`config.mk`:
```
export PLATFORM = sky130hd
export DESIGN_NAME = yuv422_out_fmt
export DESIGN_NICKNAME = d
export VERILOG_FILES = /design/src/rtl/yuv422_out_fmt.sv
export SDC_FILE = /design/constraint.sdc
export NUM_CORES = 1
export LEC_CHECK = 0
export BUFFER_PORTS_ARGS = -buffer_cell sky130_fd_sc_hd__clkbuf_2
export CELL_PAD_IN_SITES_DETAIL_PLACEMENT = 0
export CELL_PAD_IN_SITES_GLOBAL_PLACEMENT = 1
export CORE_AREA = 8 8 70 72
export CTS_CLUSTER_DIAMETER = 80
export DETAILED_ROUTE_END_ITERATION = 7
export DIE_AREA = 0 0 78 80
export MAX_ROUTING_LAYER = met4
export PLACE_DENSITY_LB_ADDON = 0.1
export SLEW_MARGIN = 30
export SYNTH_ARGS = -nofsm -noshare
export SYNTH_HDL_FRONTEND = slang
export SYNTH_SLANG_ARGS = --single-unit
```
`constraint.sdc`:
```
create_clock -name clk -period 2.05 [get_ports clk]
set_input_delay 0.41 -clock clk [delete_from_list [all_inputs] [get_ports clk]]
set_output_delay 0.41 -clock clk [all_outputs]
set_load 0.01 [all_outputs]
```
`src/rtl/yuv422_out_fmt.sv`:
```
module yuv422_out_fmt (
  input  logic       clk,
  input  logic       rst,
  input  logic       mode_sel,
  input  logic       in_valid,
  output logic       in_ready,
  input  logic       in_active,
  input  logic       in_sol,
  input  logic [7:0] in_y,
  input  logic [7:0] in_cb,
  input  logic [7:0] in_cr,
  output logic       out_dv,
  output logic       out_active,
  output logic [7:0] out_y,
  output logic [7:0] out_c
);
  logic       mode_q, phase, pend;
  logic [7:0] y_hold;

  wire       take   = in_valid && in_ready;
  wire       narrow = in_sol ? mode_sel : mode_q;
  wire       ph     = in_sol ? 1'b0 : phase;
  wire [7:0] chroma = ph ? in_cr : in_cb;

  assign in_ready = !pend;

  always_ff @(posedge clk) begin
    if (rst) begin
      mode_q     <= 1'b0;
      phase      <= 1'b0;
      pend       <= 1'b0;
      out_dv     <= 1'b0;
      out_active <= 1'b0;
    end else begin
      out_dv <= 1'b0;
      if (pend) begin
        out_y  <= y_hold;
        out_dv <= 1'b1;
        pend   <= 1'b0;
      end else if (take) begin
        mode_q <= narrow;
        phase  <= !ph;
        if (narrow) begin
          out_active <= 1'b1;
          if (in_active) begin
            out_y  <= chroma;
            y_hold <= in_y;
            pend   <= 1'b1;
            out_dv <= 1'b1;
          end
        end else begin
          out_y      <= in_y;
          out_c      <= chroma;
          out_active <= in_active;
          out_dv     <= 1'b1;
        end
      end
    end
  end
endmodule


```
==> Word-level counts from Yosys, hierarchy flattened <==
Cells that the tools add are included.
{ "op_classes": {"eq_ne": 1, "n_mux": 12, "bitwise": 4, "n_reduce_logical": 9} }
{ "op_table": {"columns": ["operator", "n"], "rows": [
  ["8-bit two-way mux", 5],
  ["1-bit two-way mux", 7],
  ["5-bit AND reduction", 1],
  ["1-bit NOT", 4],
  ["4-bit AND reduction", 1],
  ["4-bit OR reduction", 1],
  ["3-bit != test (second input constant)", 1],
  ["3-bit AND reduction", 1],
  ["1-bit zero test", 2],
  ["2-bit AND reduction", 1],
  ["2-bit nonzero test", 1],
  ["1-bit logical AND", 1]
]} }
{ "word_totals": {"ff_bits": 29, "inputBits": 30, "output_inout_bits": 19, "elab_cells": 34} }

==> Depth between registers and ports, before layout <==
Gate-level depths: netlist of the first run.
{ "depth": {"word_depth": 6, "ltp_mapped": 4, "depth_no_buf": 3} }

==> Worst setup path before layout of the first run <==
No wires, ideal clock.
{ "synth_timing": {"path_kind": "register -> register", "from": "register pend", "to": "register y_hold[0] (enable)", "setup_time_ns": 0.398, "t_arrival_ns": 1.604, "path_slack_ns": 0.048, "stages_incl_launch_ff": 4, "period_less_slack_ns": 2.002, "cell_sequence": "dfxtp_1 clkbuf_1 nand2b_1 nor4b_1"} }
{ "synth_via": {"elab_chain_len": 3, "word_cells_on_any_way": 4} }
{ "synth_lines": {"columns": ["element", "line_no", "text"], "rows": [
  ["start: declaration", "17", "logic mode_q, phase, pend;"],
  ["start signal: assignment", "31", "pend <= 1'b0;"],
  ["start signal: assignment", "39", "pend <= 1'b0;"],
  ["start signal: assignment", "48", "pend <= 1'b1;"],
  ["1-bit zero test", "25", "assign in_ready = !pend;"],
  ["1-bit logical AND", "20", "wire take = in_valid && in_ready;"],
  ["5-bit AND reduction (no line) (*)", null, null],
  ["end signal: assignment", "47", "y_hold <= in_y;"],
  ["end: declaration", "18", "logic [7:0] y_hold;"]
]} }
Every way passes the cells marked *; elsewhere a longest branch is shown, timed or not.
A chain may end at the register's enable or synchronous reset.

==> Worst setup path after layout of the first run <==
{ "layout_timing": {"from": "register pend", "to": "output in_ready"} }
{ "layout_via": {"elab_chain_len": 1} }
{ "layout_lines": {"columns": ["element", "line_no", "text"], "rows": [
  ["1-bit zero test", "25", null],
  ["end: declaration", "6", "output logic in_ready,"]
]} }
Every way passes these cells.

==> run_results.csv, run 1 <==
group,metric,value,unit
outcome,status,"complete, no violations",
flow_run,timing.max_cap.violations,0,
yosys,synth_area_leader_cell,"edfxtp_1",
clocking,cts.clk_slew.worst_paths,0.06,ns
sta,setup_viol,0,
floorplan,dieArea,6240,µm²
sta,rsz0062_at_grt,"false",
clocking,h-tree-depth,2,
power,power_leakage,0.665,nW
global_routing,grt_max_degree,13,
floorplan,die_width,78,µm
sta,layout_setup_ws,0.377,ns
final_layout,syn2layout_area_growth,31.7,%
sta,worstMarginPinSlew,0.407,ns
critical_path,cp_slowest_stage_delay,0.50,ns
final_layout,final_area,1620,µm²
critical_path,path_class,"flop to output port",
clocking,insertion_delay,0.27,ns
global_routing,grt.overflow.total,0,
sta,hold_viol,0,
sta,min_period_over_period,81.6,%
global_routing,grt_use_total,9.89,%
global_routing,antenna_found_initial,0,
global_routing,grt_pass1_vias,950,
critical_path,critPathSlowestCell,"dfxtp_1",
yosys,synth.lib_cells_used.distinct,23,
sta,hold_slack,0.322,ns
yosys,syn-num-nets,109,
floorplan,die_h,80,µm
yosys,synth-async-reset-ratio,0,%
placement,dp_hpwl,2160,µm
placement,portBuffers,48,
clocking,clockBufferDepth,2,
yosys,synth-seq-cells,29,
power,power,1.32,mW
sta,fmax,598,MHz
detailed_routing,avgViaCountPerCell,4.54,
sta,period_minus_slack,1.67,ns
clocking,cts_tree,"yes",
clocking,hold_buffers,0,
placement,gp_congestion,0.701,
yosys,yosysWarningCount,0,
critical_path,cp_cell_sequence,"inv_1, clkbuf_2",
final_layout,layout.nets,162,
detailed_routing,drt_iter0_drc,43,
worst_hold_path,holdCritPathClass,"input port to flop",
critical_path,cp.required,1.64,ns
placement,post-place-ws,0.329,ns
final_layout,diodes,0,
clocking,cts_buffers,5,
detailed_routing,firstDrtPassIters,4,
placement,dpl_cell_area,1530,µm²
sta,slew_headroom,72.8,%
yosys,synth_area,1230,µm²
floorplan,start_util,31.8,%
sta,slew_viol_final,0,
floorplan,core-area,3860,µm²
yosys,synth_area_leaders,"edfxtp_1, dfxtp_1, mux2_2",
floorplan,pin_count,49,
yosys,netlist_instances,79,
yosys,synthFlopType,"edfxtp_1",
power,p_per_area,818,nW/µm²
clocking,cts-root-buf,"clkbuf_8",
global_routing,grt_pass1_wl,4600,µm
critical_path,endpoint_kind,"output port",
detailed_routing,wl_per_cell,15.8,µm
yosys,synth.top_cell.area_share,58.7,%
yosys,post-synth-top-count-cell,"edfxtp_1",
floorplan,rows,23,
yosys,synthTopCellsByCount,"edfxtp_1, or3_1, mux2_2, o221a_2, dfxtp_1",
final_layout,final_cells,183,
power,vdd_drop_max,321,µV
critical_path,startpoint_type,"flop",
clocking,clock-sinks,29,
detailed_routing,drc,0,
critical_path,cp_max_fo,12,
detailed_routing,wl,2900,µm
detailed_routing,vias,831,
yosys,ys_seq_area_share,66.9,%
placement,dp_cells,175,
yosys,synth_edf_count,24,
final_layout,drive_above_1_share,57.1,%
sta,finalSetupTns,0,ns
detailed_routing,antenna_left,0,
clocking,cts_resized,0,
critical_path,r2r_cells,3,
sta,fin_skew,0.00169,ns
critical_path,worstPathArrival,1.26,ns
worst_hold_path,min_delay_path_depth,1,
yosys,syn_area_per_cell,15.5,µm²
clocking,cts_setup_buffers,0,
final_layout,fin_util,41.9,%
worst paths after layout:
check	start	slack [ns]	to
hold / removal	in_y[7]	0.32	y_hold[7]
hold reg to reg	out_active	0.49	out_active
setup reg to reg	pend	0.40	out_y[4]
setup / recovery	pend	0.38	in_ready
worst max-delay path, delay by kind of cell, from the launching register on:
family | cells | cell delay [ns]
flops | 1 | 0.50
buf+inv | 2 | 0.48
cells by family after synthesis:
logic type      share of synthesized area [%]
simple gates                             10.9
buf+inv                                  3.06
compound gates                           9.17
flops                                    66.9
mux                                      9.99
cells in the final DEF, fill, tap and decap left out:
cell type,count
clkbuf_2,48
edfxtp_1,24
or3_1,7
o221a_2,6
mux2_2,6
clkbuf_8,6
dfxtp_1,5
nor3_1,4
nor2_1,4
mux2_4,3
buf_4,3
o221a_1,2
a21oi_1,2
nand2b_4,1
inv_1,1
nand2_1,1
mux2i_1,1
o21ai_0,1
nand2b_1,1
nor4b_2,1
or3_2,1
nor2b_1,1
a211oi_1,1
nor4b_1,1
clkinv_2,1
clkinv_1,1
sequential cells by signal, indices dropped and copies added, names as in the netlist:
name / flops
pend: 1
out_dv: 1
y_hold: 8
out_active: 1
mode_q: 1
out_y: 8
out_c: 8
phase: 1
layer usage:
metal / share of wire, % / GRT usage (%)
met5: 0 / -
met4: 1.2 / 3.33
met3: 8.7 / 4.73
met2: 50 / 17.0
met1: 40 / 9.65
final cells by class:
type                            count  area (µm²)
Multi-Input combinational cell     44         375
Timing Repair Buffer               51         263
Clock buffer                        6        82.6
Fill cell                         386        2240
Inverter                            1        3.75
Tap cell                           50        62.6
Sequential cell                    29         821
Clock inverter                      2        8.76
report_power, final:
part / switching (mW) / internal (mW)
logic: 0.0795 / 0.0849
registers: 0.00945 / 0.673
clock network: 0.211 / 0.265
Note: power is estimated with default switching activity, not from simulation.
==> run 2, diff against run 1 <==
==> constraint.sdc (replaced) <==
create_clock -name clk -period 1.4 [get_ports clk]
set_input_delay 0.28 -clock clk [delete_from_list [all_inputs] [get_ports clk]]
set_output_delay 0.28 -clock clk [all_outputs]
set_load 0.01 [all_outputs]
==> run_results.csv, run 2 (synthesis gave the netlist of run 1 again) <==
group,metric,value,unit
outcome,status,"complete, but fails checks",
outcome,violations,"negative setup slack",
placement,portBuffers,48,
power,power_frac_seq,51.3,%
final_layout,multiInputGateArea,444,µm²
final_layout,syn2layout_area_growth,44.7,%
sta,fin_skew,0.00504,ns
floorplan,die_h,80,µm
detailed_routing,drc,0,
power,p_per_area,1100,nW/µm²
clocking,cts_buffers,5,
floorplan,rows,23,
floorplan,core-area,3860,µm²
final_layout,layout.nets,175,
sta,rsz0062_at_grt,"true",
critical_path,path_class,"flop to flop",
final_layout,mostFrequentLayoutCell,"clkbuf_2",
power,p_sw,457,µW
final_layout,largestRegisters,"out_c (8), out_y (8), y_hold (8)",
final_layout,drive_above_1_share,67.1,%
sta,hold_viol,0,
floorplan,start_util,31.8,%
detailed_routing,antenna_left,0,
critical_path,cp_max_fo,5,
placement,gp_congestion,0.679,
sta,slew_viol_final,0,
detailed_routing,wl,3150,µm
final_layout,most-common-layout-cells,"clkbuf_2, edfxtp_1, buf_4",
power,clkPwrFrac,33.1,%
global_routing,grt_use_total,10.9,%
detailed_routing,vias,903,
flow_run,timing.max_cap.violations,0,
final_layout,diodes,0,
power,power_leakage,0.744,nW
global_routing,grt_pass1_wl,5050,µm
sta,min_period_over_period,100,%
floorplan,pin_count,49,
critical_path,cp.required,1.39,ns
sta,slew_headroom,81.6,%
clocking,clock-sinks,29,
clocking,cts.clk_slew.worst_paths,0.06,ns
power,power_switching_share,23.4,%
power,intPower,1.49,mW
final_layout,num-fill-cells,384,
sta,period_minus_slack,1.41,ns
sta,worstMarginPinSlew,0.275,ns
critical_path,worstPathArrival,1.39,ns
critical_path,startpoint_type,"flop",
placement,dp_hpwl,2380,µm
final_layout,seq_area,823,µm²
placement,post-place-ws,-0.178,ns
global_routing,grt_max_degree,10,
detailed_routing,wl_per_cell,16.1,µm
floorplan,die_width,78,µm
clocking,clockBufferDepth,2,
floorplan,dieArea,6240,µm²
final_layout,fin_util,46.1,%
sta,layout_setup_ws,-0.00635,ns
clocking,cts_tree,"yes",
critical_path,endpoint_kind,"flop",
global_routing,antenna_found_initial,0,
clocking,h-tree-depth,2,
clocking,cts-root-buf,"clkbuf_8",
global_routing,grt.overflow.total,0,
global_routing,grt_pass1_vias,1039,
worst_hold_path,holdCritPathClass,"input port to flop",
sta,fmax,711,MHz
detailed_routing,drt_iter0_drc,78,
power,combPwrFrac,15.6,%
detailed_routing,avgViaCountPerCell,4.61,
power,vdd_drop_max,505,µV
sta,setup_viol,4,
detailed_routing,firstDrtPassIters,4,
clocking,insertion_delay,0.27,ns
-- run 2: cell types whose count changed in the layout (fill, tap and decap cells not counted), sizes merged --
cell  delta
buf     +12
mux2     +1
-- run 2: layer usage --
layer	vias up	global-route usage [%]	routed length, µm	share of wire [%]
met2	28	17.8	1510	48
met4	0	4.44	48	1.5
met5	-	-	0	0
met1	424	11.5	1360	43
li1	447	-	-	-
met3	4	4.62	224	7.1
-- run 2: timing repair --
item / in CTS / in global routing
pin swaps: 0 / 2
gates resized for setup: 4 / 7
cloned: 1 / 0
endpoints found under the setup margin: 2 / 24
hold buffers: 0 / 0
hold endpoints to repair: 0 / 0
setup buffers: 0 / 1
-- run 2: cell type report --
type                    instances  area share (%)
repair buffers                 63            20.3
inverters                       1           0.211
flip-flops and latches         29            46.3
multi-input cells              45            25.0
clock buffers                   6            4.08
clock inverters                 2           0.563
well taps                      50            3.52
-- run 2: path summary, 6_finish.rpt --
path | slack (ns) | start | endpoint | depth (start not counted)
max | -0.006 | mode_q | y_hold[2] | 5
min | 0.19 | in_y[1] | y_hold[1] | 1
min reg2reg | 0.50 | out_active | out_active | 2
max reg2reg | -0.006 | mode_q | y_hold[2] | 5
-- run 2: power by group through the flow --
stage	Clock (mW)	Combinational (mW)	Sequential, mW
floorplan	0	0.146	1.03
CTS	0.664	0.294	1.00
global route	0.707	0.334	1.00
global placement	0	0.285	1.02
detailed placement	0	0.286	1.02
finish	0.646	0.304	1.00
-- run 2: through the flow --
| stage | std cells | area (µm²) | total power [mW] | setup TNS [ns] | hold WS (ns) |
|---|---|---|---|---|---|
| 2_1_floorplan | 79 | 1280 | 1.18 | -0.240 | 0.379 |
| 3_3_place_gp | 186 | 1640 | 1.30 | -1.91 | 0.480 |
| 3_5_place_dp | 186 | 1640 | 1.30 | -1.68 | 0.477 |
| 4_1_cts | 195 | 1740 | 1.96 | 0 | 0.192 |
| 5_1_grt | 196 | 1780 | 2.05 | -0.203 | 0.183 |
| 6_report | 196 | 1780 | 1.95 | -0.0164 | 0.195 |
-- run 2: worst max-delay path, stage by stage, from the launching register on --
cell and delay, ns:
dfxtp_2 0.36, buf_6 0.11, mux2i_4 0.06, buf_6 0.13, nor4b_4 0.26, buf_4 0.19
